==> src/rtl/zt_sram.sv <==
module zt_sram #(
  parameter int ADDR_W = 6,
  parameter int LANES  = 2
) (
  input  logic                 clk,
  input  logic                 rst_n,
  input  logic                 cke_n,
  input  logic                 cs0_n,
  input  logic                 cs1,
  input  logic                 cs2_n,
  input  logic                 adv_ld_n,
  input  logic                 wr_n,
  input  logic [LANES-1:0]     lane_wr_n,
  input  logic                 oe_n,
  input  logic [ADDR_W-1:0]    addr,
  input  logic [LANES*8-1:0]   wr_data,
  output logic [LANES*8-1:0]   rd_data,
  output logic                 rd_valid
);
  localparam int DEPTH = 1 << ADDR_W;
  localparam int DW    = LANES * 8;

  typedef enum logic [1:0] {OP_DESEL, OP_READ, OP_WRITE} op_t;

  logic [DW-1:0]     mem [DEPTH];
  op_t               op_q, op_d;
  logic              rd_q;
  logic [ADDR_W-1:0] ra_q;
  logic              wp_q;
  logic [ADDR_W-1:0] wa_q;
  logic [LANES-1:0]  wl_q;
  logic              sel;

  assign sel = !cs0_n && cs1 && !cs2_n;

  always_comb begin
    if (adv_ld_n)  op_d = op_q;
    else if (!sel) op_d = OP_DESEL;
    else           op_d = wr_n ? OP_READ : OP_WRITE;
  end

  always_ff @(posedge clk or negedge rst_n) begin
    if (!rst_n) begin
      op_q <= OP_DESEL;
      rd_q <= 1'b0;
      ra_q <= '0;
      wp_q <= 1'b0;
      wa_q <= '0;
      wl_q <= '1;
    end else if (!cke_n) begin
      op_q <= op_d;
      rd_q <= (op_d == OP_READ);
      ra_q <= addr;
      wp_q <= (op_d == OP_WRITE);
      wa_q <= addr;
      wl_q <= lane_wr_n;
    end
  end

  always_ff @(posedge clk) begin
    if (!cke_n && wp_q) begin
      for (int i = 0; i < LANES; i++)
        if (!wl_q[i]) mem[wa_q][i*8 +: 8] <= wr_data[i*8 +: 8];
    end
  end

  assign rd_valid = rd_q && !oe_n;
  assign rd_data  = rd_valid ? mem[ra_q] : '0;
endmodule

==> config.mk <==
export PLATFORM = sky130hd
export DESIGN_NAME = zt_sram
export DESIGN_NICKNAME = d
export VERILOG_FILES = /design/src/rtl/zt_sram.sv
export SDC_FILE = /design/constraint.sdc
export NUM_CORES = 1
export LEC_CHECK = 0
export BUFFER_PORTS_ARGS = -buffer_cell sky130_fd_sc_hd__buf_4
export CAP_MARGIN = 0
export CORE_ASPECT_RATIO = 0.75
export CORE_MARGIN = 4
export CORE_UTILIZATION = 45
export DETAILED_ROUTE_END_ITERATION = 10
export GPL_TIMING_DRIVEN = 1
export SETUP_SLACK_MARGIN = 0.4
export SLEW_MARGIN = 15
export SYNTH_ARGS = -nofsm -noshare
export SYNTH_HDL_FRONTEND = slang
export SYNTH_SLANG_ARGS = --single-unit
==> constraint.sdc <==
create_clock -name clk -period 7.8 [get_ports clk]
set_input_delay 1.56 -clock clk [delete_from_list [all_inputs] [get_ports clk]]
set_output_delay 1.56 -clock clk [all_outputs]
set_load 0.005 [all_outputs]
; Word-level counts from Yosys, hierarchy flattened
; Memories as Yosys holds them, arrays and structs flattened.
; Cells that the tools add are included.
[totals]
reg_bits = 12
mem_bits_rw = 1024
inputBits = 33
out_inout_bits = 17
word_cells = 26
n_memories = 1
[op_classes]
n_eq_ne = 2
muxes = 10
n_reduce_logical = 8
[mem_list]
columns = memory, depth, word_bits, rd, rd_ports_with_merged_regs, write_ports, line
row1 = mem, 64, 16, 1, 0, 1, 25  ; logic [DW-1:0] mem [DEPTH];
[ops]
columns = operator, count
row1 = 16-bit 2-to-1 mux, 1
row2 = 1-bit 2-to-1 mux, 6
row3 = 2-bit 2-to-1 mux, 3
row4 = 1-bit logical AND, 4
row5 = 1-bit logical NOT, 4
row6 = 2-bit by 1-bit equality test with 1-bit output (second input constant), 1
row7 = 2-bit equality test (second input constant), 1

; Logic depth before layout (Yosys ltp)
; Gate-level depths: netlist of the first run.
[depth]
ltp_word = 6
ltp_mapped = 10
depth_no_buf = 6

; Worst setup path after synthesis of the first run
; No wires, ideal clock.
[synth_timing]
path_kind = input to output
from = input port oe_n
to = output port rd_data[11]
arrival_time_ns = 2.150
t_required_ns = 6.240
path_slack_ns = 4.090
stages = 3
n_path_buf = 1
cell_sequence = nand2b_1 > clkbuf_1 > a41oi_1
[synth_between]
elab_chain_cells = 3
[synth_lines]
columns = element, line
row1 = from (decl), 14  ; input logic oe_n,
row2 = 1-bit logical NOT, 67  ; assign rd_valid = rd_q && !oe_n;
row3 = 1-bit logical AND, 67
row4 = 16-bit 2-to-1 mux, 68  ; assign rd_data = rd_valid ? mem[ra_q] : '0;
row5 = to (decl), 17  ; output logic [LANES*8-1:0] rd_data,
; Every way passes these cells.

==> results of run 1 <==
[cells by family (layout without fill, tap and decap cells)]
logic type | count (synthesis) | count (layout) | share of synthesized area, %
flops | 1036 | 1036 | 77.4
compound gates | 648 | 648 | 11.9
buf+inv | 183 | 282 | 2.16
other cells | 0 | 1 | 0
mux | 167 | 167 | 5.01
simple gates | 323 | 323 | 3.51
[layout make-up]
cell class	count	share of cell area, %
antenna	1	0.00559
clock buffer	116	5.77
clock inverter	67	1.58
inverter	5	0.0475
multi-input combinational	1138	18.4
sequential	1036	69.4
tap	1152	3.22
timing repair buffer	94	1.58
[registers in the layout, indices dropped and copies added (netlist names)]
name,cells
wa_q,6
wp_q,1
op_q,2
mem,1024
rd_q,1
wl_q,2
[synth_stat cells (10+ instances only)]
master,number,area [sq um]
a22oi_1,191,1430
mux2_2,66,743
buf_4,10,75.1
edfxtp_1,1024,30700
a22o_1,15,131
o22a_1,12,105
a221oi_1,157,1380
a21oi_1,55,275
buf_2,80,400
nor2_1,208,781
o2bb2ai_1,10,87.6
mux2i_1,80,801
buf_1,17,63.8
nand2_1,48,180
o21ai_0,58,290
o22ai_1,78,488
clkbuf_1,67,251
dfrtp_1,10,250
a31oi_1,18,113
mux4_2,20,450
nand3_1,11,55.1
[metal layers]
metal	vias up	track usage (%)	wire length [microns]
met5	-	0	65
met4	10	6.04	3010
met3	230	8.89	15900
met2	1566	35.2	49400
met1	12120	36.1	48600
li1	9748	-	-
[worst max-delay path: stages (launching register included)]
cell and delay [ps]:
dfrtp_4 930, inv_2 570, buf_4 440, nand2_1 400, o22ai_1 150, a211o_1 230, nor4b_1 1070, a41oi_1 400
buf_4 260
[worst max path at each step]
stage | from | endpoint | slack, ps | cells after the start
finish | wa_q[2] | rd_data[1] | 940 | 8
global route | wa_q[2] | rd_data[1] | 960 | 8
CTS | wa_q[0] | rd_data[13] | 950 | 10
detailed placement | wa_q[0] | rd_data[13] | 1720 | 10
global placement | wa_q[0] | rd_data[13] | 1480 | 10
floorplan | oe_n | rd_data[11] | 4090 | 3
[stage by stage]
stage | utilization [%] | instance area (sq um) | setup WS [ps] | cells
2_1_floorplan | - | 40100 | 4090 | 2357
3_3_place_gp | 47.1 | 41500 | 1480 | 3425
3_5_place_dp | 47.1 | 41500 | 1720 | 3425
4_1_cts | 50.8 | 44800 | 949 | 3608
5_1_grt | 50.8 | 44800 | 955 | 3608
6_report | 50.8 | 44800 | 945 | 3609
[power groups by stage]
stage	logic, mW	registers, mW	clock network [mW]
floorplan	0.580	6.24	0
global placement	0.975	6.29	0
detailed placement	0.988	6.29	0
CTS	0.992	6.17	4.95
global route	1.06	6.17	5.19
finish	1.02	6.17	4.90
[cells in the final DEF (no fill, tap or decap), types with 6 or more instances in the layout]
| cell | instances |
|---|---|
| o21ai_0 | 58 |
| a21oi_1 | 55 |
| clkbuf_1 | 15 |
| clkinv_2 | 27 |
| o22a_1 | 12 |
| nor4b_1 | 6 |
| o21a_1 | 8 |
| nand3_1 | 11 |
| nand2_1 | 48 |
| mux2i_1 | 80 |
| buf_4 | 94 |
| edfxtp_1 | 1024 |
| clkinv_1 | 16 |
| o2bb2ai_1 | 10 |
| a221oi_1 | 157 |
| a31oi_1 | 18 |
| a22o_1 | 15 |
| dfrtp_1 | 7 |
| o22ai_1 | 78 |
| a22oi_1 | 191 |
| a41oi_1 | 8 |
| nand2b_1 | 8 |
| o32ai_1 | 8 |
| nor3_1 | 8 |
| mux4_2 | 20 |
| bufinv_16 | 13 |
| nor2_1 | 204 |
| clkbuf_16 | 101 |
| mux2_2 | 66 |
==> metrics.md, run 1 <==
| Metric | Value |
|---|---|
| Antenna-violating nets left | 0 |
| Clock Pin Slew Worst Setup and Hold Paths | 60 ps |
| Combinational share of power | 8.4% |
| Max_slew headroom | 12.6% |
| Cell Area, Synth | 40100 sq um |
| Arrival @ worst endpoint | 5300 ps |
| Port buffer count | 49 |
| EDFF count, synth | 1024 |
| Seq/Total Area, Yosys | 77.4% |
| Drt pass-1 iters | 6 |
| Register area | 31100 sq um |
| Synth cell types | 62 |
| FF-to-FF End | mem[6][13] |
| Final wirelength | 117000 microns |
| Worst-skew pair later-pin latency | 680 ps |
| GPL Wtd Cong | 0.867 |
| Setup crit end kind | primary output |
| Leakage | 13.8 nW |
| IO Count | 50 |
| Gr usage total | 24.6% |
| FF-to-FF Start | wa_q[1] |
| Layout cells sized above 1 | 14.8% |
| Cells after synthesis | 2357 |
| Reg2Reg Depth | 4 |
| Critical path type | reg2out |
| Inserted Clock Buffers | 100 |
| Async SR Flop Fraction | 1.16% |
| Clock share of power | 40.5% |
| Crit-path max FO | 53 |
| Starting Density | 45.5% |
| Syn nets | 2390 |
| Post-CTS Resized | 0 |
| Unrepaired setup endpoints after global routing | false |
| Total power | 12.1 mW |
| CTS tree | yes |
| R2R Setup Slk | 3090 ps |
| Post CTS Setup Buffer Count | 0 |
| Fin Clk Skew | 34.6 ps |
| Top FF cell, synth | edfxtp_1 |
| Highest Clock Rate | 146 MHz |
| Hold Crit Depth | 2 |
| WP data required | 6240 ps |
| Max rail drop VDD | 189 uV |
| Max-Cap Viols | 0 |
| Die footprint | 94000 sq um |
| Worst Hold Class | reg2reg |
| Syn. warnings | 0 |
| Row count | 94 |
| Die width | 353 microns |
| Max-slew violation count | 0 |
| Worst-Margin Slew | 1290 ps |
| Part of the power in registers | 51.0% |
| Clock Sinks | 1036 |
| Pint | 9.23 mW |
| Die height | 267 microns |
| Syn avg cell area | 17.0 sq um |
| Largest net degree at the start of global routing | 68 |
| DRC | 0 |
| HPWL after detailed placement | 73500 microns |
| Worst Hold Path EP | op_q[1] |
| Hold violation total from the final report | 0 |
| Final Hold Slack | 479 ps |
| Vias | 23.7k |
| Drt wl/cell | 32.4 microns |
| Switching Share | 23.7% |
| Vias per inst | 6.56 |
| FF+latch count, synth | 1036 |
| GRT Residual Overflow | 0 |
| Startpoint Class | register |
| Drt initial violations | 3547 |
| H-tree depth | 3 |
| # hold bufs at CTS | 0 |
| Outcome | finished, final reports clean |
| Sum Neg Setup Slack | 0 ps |
| Max clock buf depth | 3 |
| Area of the multi-input gates | 8250 sq um |
| Minimum clock period | 6860 ps |
| # fillers | 7062 |
| Vias in the first global route | 23.0k |
| Final-stage net count | 2408 |
| Total net switching power | 2.87 mW |
| Core area | 88100 sq um |
| Post-route clock period utilization | 87.9% |
| First-pass GRT wire length | 168000 microns |
| Layout area overhead | 11.7% |
| Initial antenna violation count | 5 |
| Hold wc startpoint | op_q[1] |
| P per Cell Area | 270 nW/um^2 |
| # setup viols final | 0 |
| Root Buffer Master | clkbuf_16 |
(Power assumes the default switching activity.)
==> run 2, diff against run 1 <==
--- a/config.mk
+++ b/config.mk
@@ -9,9 +9,10 @@
 export CAP_MARGIN = 0
 export CORE_ASPECT_RATIO = 0.75
 export CORE_MARGIN = 4
-export CORE_UTILIZATION = 45
+export CORE_UTILIZATION = 30
 export DETAILED_ROUTE_END_ITERATION = 10
 export GPL_TIMING_DRIVEN = 1
+export PLACE_DENSITY = 0.53
 export SETUP_SLACK_MARGIN = 0.4
 export SLEW_MARGIN = 15
 export SYNTH_ARGS = -nofsm -noshare
==> run 2 against run 1 <==
Cell count rose by 17%. Total power is 0.92% higher. Non-clock buffer count down 2. First-iteration DRC count decreased by 12%. Sequential power barely moved. Setup slack better by 380 ps. Clock-buffer cell count rose by 9. Global-route usage decreased by 7.5 points. Combinational power hardly changed. Critical path depth increased by 1. Clock skew increased by 3.5 ps. Maximum frequency increased by 5.9%. Largest cell class unchanged. Highest routed layer unchanged.
==> metrics.md, run 2 (synthesized netlist as in run 1, its figures left out) <==
| Metric | Value |
|---|---|
| Setup crit end kind | primary output |
| Max-Cap Viols | 0 |
| Worst-Margin Slew | 1160 ps |
| Max layer used | met5 |
| Post-route clock period utilization | 83.0% |
| Sum Neg Setup Slack | 0 ps |
| Layout cells sized above 1 | 14.1% |
| # setup viols final | 0 |
| Commonest non-fill, non-tap cells in the layout | edfxtp_1 (1024), nor2_1 (207), a22oi_1 (191) |
| Final Hold Slack | 482 ps |
| Antenna-violating nets left | 0 |
| Vias in the first global route | 23.1k |
| # hold bufs at CTS | 0 |
| Largest net degree at the start of global routing | 65 |
| Gr usage total | 17.1% |
| Max_slew headroom | 22.2% |
| Max rail drop VDD | 174 uV |
| Clock Sinks | 1036 |
| First-pass GRT wire length | 175000 microns |
| Worst Hold Class | reg2reg |
| Starting Density | 30.4% |
| CTS tree | yes |
| Drt pass-1 iters | 6 |
| Unrepaired setup endpoints after global routing | false |
| Die height | 325 microns |
| Reg2Reg Depth | 5 |
| Max reg flops | 1024 |
| Largest Register | mem |
| Leakage | 13.9 nW |
| IO Count | 50 |
| Port buffer count | 49 |
| Post-DP Area | 42200 sq um |
| Max clock buf depth | 3 |
| Biggest regs | mem: 1024 flops, wa_q: 6 flops |
| Vias | 23.6k |
| GPL Wtd Cong | 0.859 |
| Highest Clock Rate | 154 MHz |
| HPWL after detailed placement | 77800 microns |
| Critical path type | reg2out |
| Drt wl/cell | 29.2 microns |
| Root Buffer Master | clkbuf_16 |
| Post-CTS Resized | 0 |
| DRC | 0 |
| Row count | 115 |
| Die width | 430 microns |
| Final wirelength | 123000 microns |
| Worst-skew pair later-pin latency | 690 ps |
| Clock Pin Slew Worst Setup and Hold Paths | 70 ps |
| Layout area overhead | 13.7% |
| Hold violation total from the final report | 0 |
| Post CTS Setup Buffer Count | 0 |
| Total power | 12.2 mW |
| Fin Clk Skew | 38.1 ps |
| GRT Residual Overflow | 0 |
| WP data required | 6240 ps |
| M1 wire length | 54100 microns |
| Final-stage net count | 2408 |
| Hold Crit Depth | 1 |
| Max-slew violation count | 0 |
| Final non-filler cell area | 45600 sq um |
| Inserted Clock Buffers | 102 |
| DR WL met3 | 13100 microns |
| P per Cell Area | 268 nW/um^2 |
| Drt initial violations | 3125 |
| DR WL met2 | 52900 microns |
| Outcome | finished, final reports clean |
| Crit-path max FO | 53 |
| Commonest non-fill, non-tap cell in the layout | edfxtp_1 |
| Startpoint Class | register |
| Core area | 132000 sq um |
| Initial antenna violation count | 5 |
| Minimum clock period | 6470 ps |
| Vias per inst | 5.61 |
| Die footprint | 140000 sq um |
| Arrival @ worst endpoint | 4910 ps |
| H-tree depth | 3 |
[run 2: cell types whose count changed in the layout (fill, tap and decap cells not counted), moves of 4 or more]
cell,previous run,this run
clkbuf_1,15,20
clkbuf_16,101,105
clkinv_1,16,28
clkinv_2,27,13
[run 2: where the power goes]
part           leakage, nW  switching (mW)  internal (mW)
Sequential            9.34          0.0439           6.12
Combinational         2.87           0.742          0.291
Clock                 1.64            2.09           2.92
Total                 13.9            2.87           9.33
[run 2: routing by layer]
| metal | track usage, % | vias to the layer above |
|---|---|---|
| met1 | 25.6 | 12352 |
| met3 | 4.29 | 196 |
| li1 | - | 9722 |
| met4 | 4.27 | 6 |
| met5 | 0 | - |
| met2 | 24.8 | 1359 |
[run 2: final timing paths]
check | startpoint | endpoint | slack [ps]
max | wa_q[0] | rd_data[7] | 1330
max reg2reg | wa_q[0] | mem[37][2] | 2980
min | op_q[0] | op_q[0] | 480
max in group asynchronous | rst_n | wl_q[0] | 6790
min in group asynchronous | rst_n | wa_q[0] | 740
min reg2reg | op_q[0] | op_q[0] | 480
[run 2: cell type report]
class	count	area, sq um
multi-input cells	1138	8240
diodes	1	2.50
well taps	1755	2200
fillers	12303	86300
clock buffers	125	2700
inverters	5	21.3
clock inverters	62	672
repair buffers	92	703
flip-flops and latches	1036	31100
[run 2: through the flow]
stage          setup slack (ps)  util, %  cells
2_1_floorplan              4090        -   2357
3_3_place_gp               2130     32.0   4026
3_5_place_dp               2250     32.0   4026
4_1_cts                    1470     34.6   4213
5_1_grt                    1100     34.6   4213
6_report                   1330     34.6   4214
[run 2: worst max-delay path, cell delays in order (launching register included)]
cell and delay (ps):
dfrtp_4 980, buf_4 420, nor2b_4 210, buf_4 390, a22oi_1 290, o22ai_1 110, a22oi_1 210, nor4b_1 910
a41oi_1 330, buf_4 240
